[src/rtl/win_addr_pkg.sv]
package win_addr_pkg;

  // entry mode: direction of each axis and which axis is primary
  typedef struct packed {
    logic axis_y;  // 1: Y steps on every write
    logic y_up;    // direction code bit 1
    logic x_up;    // direction code bit 0
  } entry_mode_t;

  localparam entry_mode_t MODE_RST = '{axis_y: 1'b0, y_up: 1'b1, x_up: 1'b1};

endpackage

[src/rtl/entry_mode_reg.sv]
module entry_mode_reg
  import win_addr_pkg::*;
(
  input  logic        clk,
  input  logic        rst_n,
  input  logic        mode_ld,
  input  logic [1:0]  mode_dir,
  input  logic        mode_axis,
  output entry_mode_t mode_q
);

  always_ff @(posedge clk or negedge rst_n) begin
    if (!rst_n) begin
      mode_q <= MODE_RST;
    end else if (mode_ld) begin
      mode_q.axis_y <= mode_axis;
      mode_q.y_up   <= mode_dir[1];
      mode_q.x_up   <= mode_dir[0];
    end
  end

endmodule

[src/rtl/addr_axis.sv]
module addr_axis #(
  parameter int W         = 5,
  parameter int RST_START = 0,
  parameter int RST_END   = 18
) (
  input  logic         clk,
  input  logic         rst_n,
  input  logic         win_ld,
  input  logic [W-1:0] win_start_in,
  input  logic [W-1:0] win_end_in,
  input  logic         pre_ld,
  input  logic [W-1:0] pre_val,
  input  logic         step_en,
  input  logic         dir_up,
  output logic [W-1:0] cnt,
  output logic [W-1:0] win_start,
  output logic [W-1:0] win_end,
  output logic         at_end
);

  // one step in the chosen direction, modulo 2^W
  function automatic logic [W-1:0] next_pos(input logic [W-1:0] cur, input logic up);
    return up ? cur + 1'b1 : cur - 1'b1;
  endfunction

  always_ff @(posedge clk or negedge rst_n) begin
    if (!rst_n) begin
      win_start <= W'(RST_START);
      win_end   <= W'(RST_END);
    end else if (win_ld) begin
      win_start <= win_start_in;
      win_end   <= win_end_in;
    end
  end

  assign at_end = (cnt == win_end);

  always_ff @(posedge clk or negedge rst_n) begin
    if (!rst_n) begin
      cnt <= '0;
    end else if (pre_ld) begin
      cnt <= pre_val;
    end else if (step_en) begin
      cnt <= at_end ? win_start : next_pos(cnt, dir_up);
    end
  end

endmodule

[src/rtl/addr_linear.sv]
module addr_linear #(
  parameter int XW  = 5,
  parameter int YW  = 9,
  parameter int BPL = 19,
  parameter int LW  = 14
) (
  input  logic [XW-1:0] x_in,
  input  logic [YW-1:0] y_in,
  output logic [LW-1:0] lin
);

  function automatic logic [LW-1:0] to_linear(input logic [YW-1:0] yy, input logic [XW-1:0] xx);
    return LW'(yy) * LW'(BPL) + LW'(xx);
  endfunction

  assign lin = to_linear(y_in, x_in);

endmodule

[src/rtl/win_addr_gen.sv]
module win_addr_gen
  import win_addr_pkg::*;
#(
  parameter int XW             = 5,
  parameter int YW             = 9,
  parameter int BYTES_PER_LINE = 19,
  parameter int X_END_RST      = 18,
  parameter int Y_END_RST      = 211,
  localparam int YLO           = 8,
  localparam int YHI           = YW - YLO,
  localparam int LW            = $clog2((2**YW - 1) * BYTES_PER_LINE + 2**XW)
) (
  input  logic           clk,
  input  logic           rst_n,
  input  logic           x_win_ld,
  input  logic [XW-1:0]  x_win_start,
  input  logic [XW-1:0]  x_win_end,
  input  logic           y_win_ld,
  input  logic [YLO-1:0] y_win_start_lo,
  input  logic [YHI-1:0] y_win_start_hi,
  input  logic [YLO-1:0] y_win_end_lo,
  input  logic [YHI-1:0] y_win_end_hi,
  input  logic           x_set_ld,
  input  logic [XW-1:0]  x_set_val,
  input  logic           y_set_ld,
  input  logic [YLO-1:0] y_set_lo,
  input  logic [YHI-1:0] y_set_hi,
  input  logic           mode_ld,
  input  logic [1:0]     mode_dir,
  input  logic           mode_axis,
  input  logic           wr_stb,
  output logic [XW-1:0]  x_addr,
  output logic [YW-1:0]  y_addr,
  output logic [LW-1:0]  lin_addr
);

  // named internal events, also used by the bound checker
  entry_mode_t   mode_q;
  logic          any_ld;
  logic          wr_go;
  logic          x_step;
  logic          y_step;
  logic          x_at_end;
  logic          y_at_end;
  logic [XW-1:0] x_ws;
  logic [XW-1:0] x_we;
  logic [YW-1:0] y_ws;
  logic [YW-1:0] y_we;

  assign any_ld = x_win_ld | y_win_ld | x_set_ld | y_set_ld | mode_ld;
  assign wr_go  = wr_stb & ~any_ld;

  // primary axis steps every write, secondary only when primary is at its end
  assign x_step = wr_go & (~mode_q.axis_y | y_at_end);
  assign y_step = wr_go & ( mode_q.axis_y | x_at_end);

  entry_mode_reg u_mode (
    .clk       (clk),
    .rst_n     (rst_n),
    .mode_ld   (mode_ld),
    .mode_dir  (mode_dir),
    .mode_axis (mode_axis),
    .mode_q    (mode_q)
  );

  addr_axis #(.W(XW), .RST_START(0), .RST_END(X_END_RST)) u_x (
    .clk          (clk),
    .rst_n        (rst_n),
    .win_ld       (x_win_ld),
    .win_start_in (x_win_start),
    .win_end_in   (x_win_end),
    .pre_ld       (x_set_ld),
    .pre_val      (x_set_val),
    .step_en      (x_step),
    .dir_up       (mode_q.x_up),
    .cnt          (x_addr),
    .win_start    (x_ws),
    .win_end      (x_we),
    .at_end       (x_at_end)
  );

  addr_axis #(.W(YW), .RST_START(0), .RST_END(Y_END_RST)) u_y (
    .clk          (clk),
    .rst_n        (rst_n),
    .win_ld       (y_win_ld),
    .win_start_in ({y_win_start_hi, y_win_start_lo}),
    .win_end_in   ({y_win_end_hi, y_win_end_lo}),
    .pre_ld       (y_set_ld),
    .pre_val      ({y_set_hi, y_set_lo}),
    .step_en      (y_step),
    .dir_up       (mode_q.y_up),
    .cnt          (y_addr),
    .win_start    (y_ws),
    .win_end      (y_we),
    .at_end       (y_at_end)
  );

  addr_linear #(.XW(XW), .YW(YW), .BPL(BYTES_PER_LINE), .LW(LW)) u_lin (
    .x_in (x_addr),
    .y_in (y_addr),
    .lin  (lin_addr)
  );

endmodule

[config.mk]
export PLATFORM = sky130hd
export DESIGN_NAME = win_addr_gen
export DESIGN_NICKNAME = d
export VERILOG_FILES = /design/src/rtl/win_addr_pkg.sv /design/src/rtl/entry_mode_reg.sv /design/src/rtl/addr_axis.sv /design/src/rtl/addr_linear.sv /design/src/rtl/win_addr_gen.sv
export SDC_FILE = /design/constraint.sdc
export NUM_CORES = 1
export LEC_CHECK = 0
export ABC_AREA = 1
export CAP_MARGIN = 10
export CORE_MARGIN = 2
export CORE_UTILIZATION = 50
export DETAILED_ROUTE_END_ITERATION = 16
export DONT_BUFFER_PORTS = 1
export MAX_ROUTING_LAYER = met4
export SLEW_MARGIN = 20
export SYNTH_ARGS = -nofsm -noshare
export SYNTH_HDL_FRONTEND = slang
export SYNTH_SLANG_ARGS = --single-unit
[constraint.sdc]
create_clock -name clk -period 3.8 [get_ports clk]
set_clock_uncertainty 0.15 [all_clocks]
set_input_delay 0.38 -clock clk [delete_from_list [all_inputs] [get_ports clk]]
set_output_delay 0.38 -clock clk [all_outputs]
set_load 0.05 [all_outputs]
==> results.toml <==
[outcome]
status = "complete, no violations"

[routing]
viasPerCell = 5.11
vias = 3177
drt_iter0_drc = 134
firstDrtPassIters = 5
routed_wl_um = 8820
drc = 0
wl_per_cell_um = 14.2
ant_nets = 0

[layout]
diodes = 0
layout_common_cells = "nand2_1, inv_1, nand3_1"
post-route-util = 0.605
layout_commonest_cell = "nand2_1"
final_layout_size_suffix_gt1_frac = 0.231
final_nets = 620
nFillCells = 708
area_growth_pct = 19.3

[placed_design]
hpwl_um = 6850
place_ws_ns = 0.146
io_buffers = 0
gp_congestion = 0.868

[global_routing]
antenna_found_initial = 0
grt_max_degree = 46
grtUsageTotal = 0.223
grt-ovfl-total = 0
grt_first_pass_wirelength_um = 14700
grt_pass1_vias = 3061

[critical_path]
startpoint_type = "register"
crit_type = "register to output port"
end_kind = "output port"
reg2reg_depth = 12
r2r_slack_ns = 1.65
required_ns = 3.27
worstPathArrival_ns = 3.18
cp_max_fo = 5

[pwr]
peakVddDrop_mv = 0.540
power_mw = 4.21
power.static_leakage_nw = 2.38
powerDensity_nw_per_um2 = 915

[clock_tree]
clockRootBuffer = "clkbuf_8"
htreeDepth = 2
clockBufferDepth = 2
cts_inserted_buffers = 5
clk_latency_ns = 0.30
cts_tree = "done"
clock_sinks = 45
clk_pin_slew_worst_paths_ns = 0.09

[hold_path]
hold_depth = 1
hp-class = "input port to register"

[floorplan]
core_um2 = 7610
fp.dieArea_um2 = 8430
initial_core_util = 0.507
die_w_um = 91.8
num_rows = 32
fp.dieH_um = 91.8
ioPinCount = 81

[timing]
rsz0062_at_grt = "yes"
post-route-period-util = 0.977
relSlewSlack = 0.624
period_needed_ns = 3.71
drv_slew = 0
timing.final.ws_setup_ns = 0.0856
tightestPinTransition_ns = 0.563
max_freq_mhz = 269
setup_viol = 0
final-hold-violation-count = 0

[run]
maxCapViolCount = 0

[logic_synthesis]
synth_fp_nets = 588
avgSynthCellArea_um2 = 7.92
async_flop_share = 1.00
seq_area_frac_synth = 0.295
yosysUniqueCellTypes = 36
syn_inst = 487
synth_area_um2 = 3860
ys_warn_count = 0
synth_edf_count = 0
synthFlopType = "dfrtp_1"
ys_seq_elements = 45
[stage by stage]
stage,area [um2],hold WS (ns),setup TNS [ns],instances
2_1_floorplan,3940,-0.0656,-0.0973,487
3_3_place_gp,4270,-0.0647,0,605
3_5_place_dp,4270,-0.0648,0,605
4_1_cts,4510,0.00476,0,621
5_1_grt,4600,0.00748,-0.0368,622
6_report,4600,0.0162,0,622
[layer usage]
layer / global-route usage / up-vias / routed length (um) / share of wire
met5: - / - / 0 / 0
met4: 0.0435 / 0 / 46 / 0.0052
li1: - / 1604 / - / -
met3: 0.0353 / 4 / 430 / 0.049
met1: 0.301 / 1503 / 4080 / 0.46
met2: 0.360 / 66 / 4260 / 0.48
[worst max-delay path: stages, from the launching register on]
cell and delay, ns:
dfrtp_2 0.40, inv_1 0.07, fa_1 0.48, inv_1 0.04
ha_1 0.18, fa_1 0.48, ha_4 0.32, nand2_1 0.06
nor2_1 0.16, nand2_1 0.09, nand2_2 0.10, nand2_1 0.07
nand2_2 0.10, xor2_4 0.17, buf_12 0.15
[synthesized netlist by cell type (2+ instances only)]
| cell | n | area (um2) |
|---|---|---|
| inv_1 | 76 | 285 |
| a31oi_1 | 2 | 12.5 |
| a21oi_1 | 17 | 85.1 |
| fa_1 | 12 | 240 |
| dfstp_2 | 9 | 236 |
| nand3_2 | 2 | 20.0 |
| nand2_1 | 143 | 537 |
| clkbuf_1 | 2 | 7.51 |
| nor2_1 | 15 | 56.3 |
| mux2_2 | 17 | 191 |
| inv_2 | 3 | 11.3 |
| nand4_1 | 6 | 37.5 |
| xnor2_1 | 12 | 105 |
| o21ai_0 | 15 | 75.1 |
| ha_1 | 36 | 450 |
| xor2_1 | 11 | 96.3 |
| buf_1 | 3 | 11.3 |
| buf_6 | 2 | 22.5 |
| nand3_1 | 44 | 220 |
| nor2_4 | 4 | 45.0 |
| xnor2_2 | 2 | 32.5 |
| dfrtp_1 | 36 | 901 |
| nand2_4 | 5 | 56.3 |
[state kept, by name, summed over array words and instances (netlist names)]
| register | count |
|---|---|
| u_x.cnt | 5 |
| u_y.win_start | 9 |
| u_x.win_end | 5 |
| u_mode.mode_q | 3 |
| u_y.win_end | 9 |
| u_y.cnt | 9 |
| u_x.win_start | 5 |
[final cells by class]
| class | count | area [um2] | area share |
|---|---|---|---|
| Tap cell | 102 | 128 | 0.0277 |
| Sequential cell | 45 | 1150 | 0.249 |
| Clock inverter | 3 | 25.0 | 0.00544 |
| Clock buffer | 5 | 68.8 | 0.0150 |
| Timing Repair Buffer | 33 | 353 | 0.0767 |
| Multi-Input combinational cell | 354 | 2580 | 0.560 |
| Inverter | 80 | 303 | 0.0658 |
[worst paths after layout]
| path | start | end |
|---|---|---|
| worst max-delay path | u_y.cnt[4]$_DFFE_PN0P_ | lin_addr[11] |
| worst min-delay path | mode_ld | u_mode.mode_q[0]$_DFFE_PN1P_ |
| worst max register to register | u_mode.mode_q[1]$_DFFE_PN1P_ | u_y.cnt[7]$_DFFE_PN0P_ |
| worst min register to register | u_y.win_end[4]$_DFFE_PN1P_ | u_y.win_end[4]$_DFFE_PN1P_ |
| max in group asynchronous | rst_n | u_mode.mode_q[0]$_DFFE_PN1P_ |
| min in group asynchronous | rst_n | u_x.win_end[0]$_DFFE_PN0P_ |
[kinds of logic after synthesis]
logic type      count (synthesis)  share of synthesized area
buf+inv                        88                     0.0905
xor+xnor                       25                     0.0607
fa+ha+maj                      48                      0.179
flops                          45                      0.295
mux                            17                     0.0496
simple gates                  224                      0.269
compound gates                 40                     0.0565
[where the power goes]
| part | total (mW) | switching [mW] | internal, mW |
|---|---|---|---|
| Combinational | 3.30 | 2.02 | 1.28 |
| Sequential | 0.600 | 0.0510 | 0.549 |
| Clock | 0.307 | 0.174 | 0.133 |
| Total | 4.21 | 2.24 | 1.97 |
[timing repair]
item,CTS,global route
gates resized for setup,11,17
setup buffers,3,1
pin swaps,4,6
hold buffers,5,0
endpoints found under the setup margin,4,5
endpoints found under the hold margin,48,0
Power figures use the tool's default switching activity.
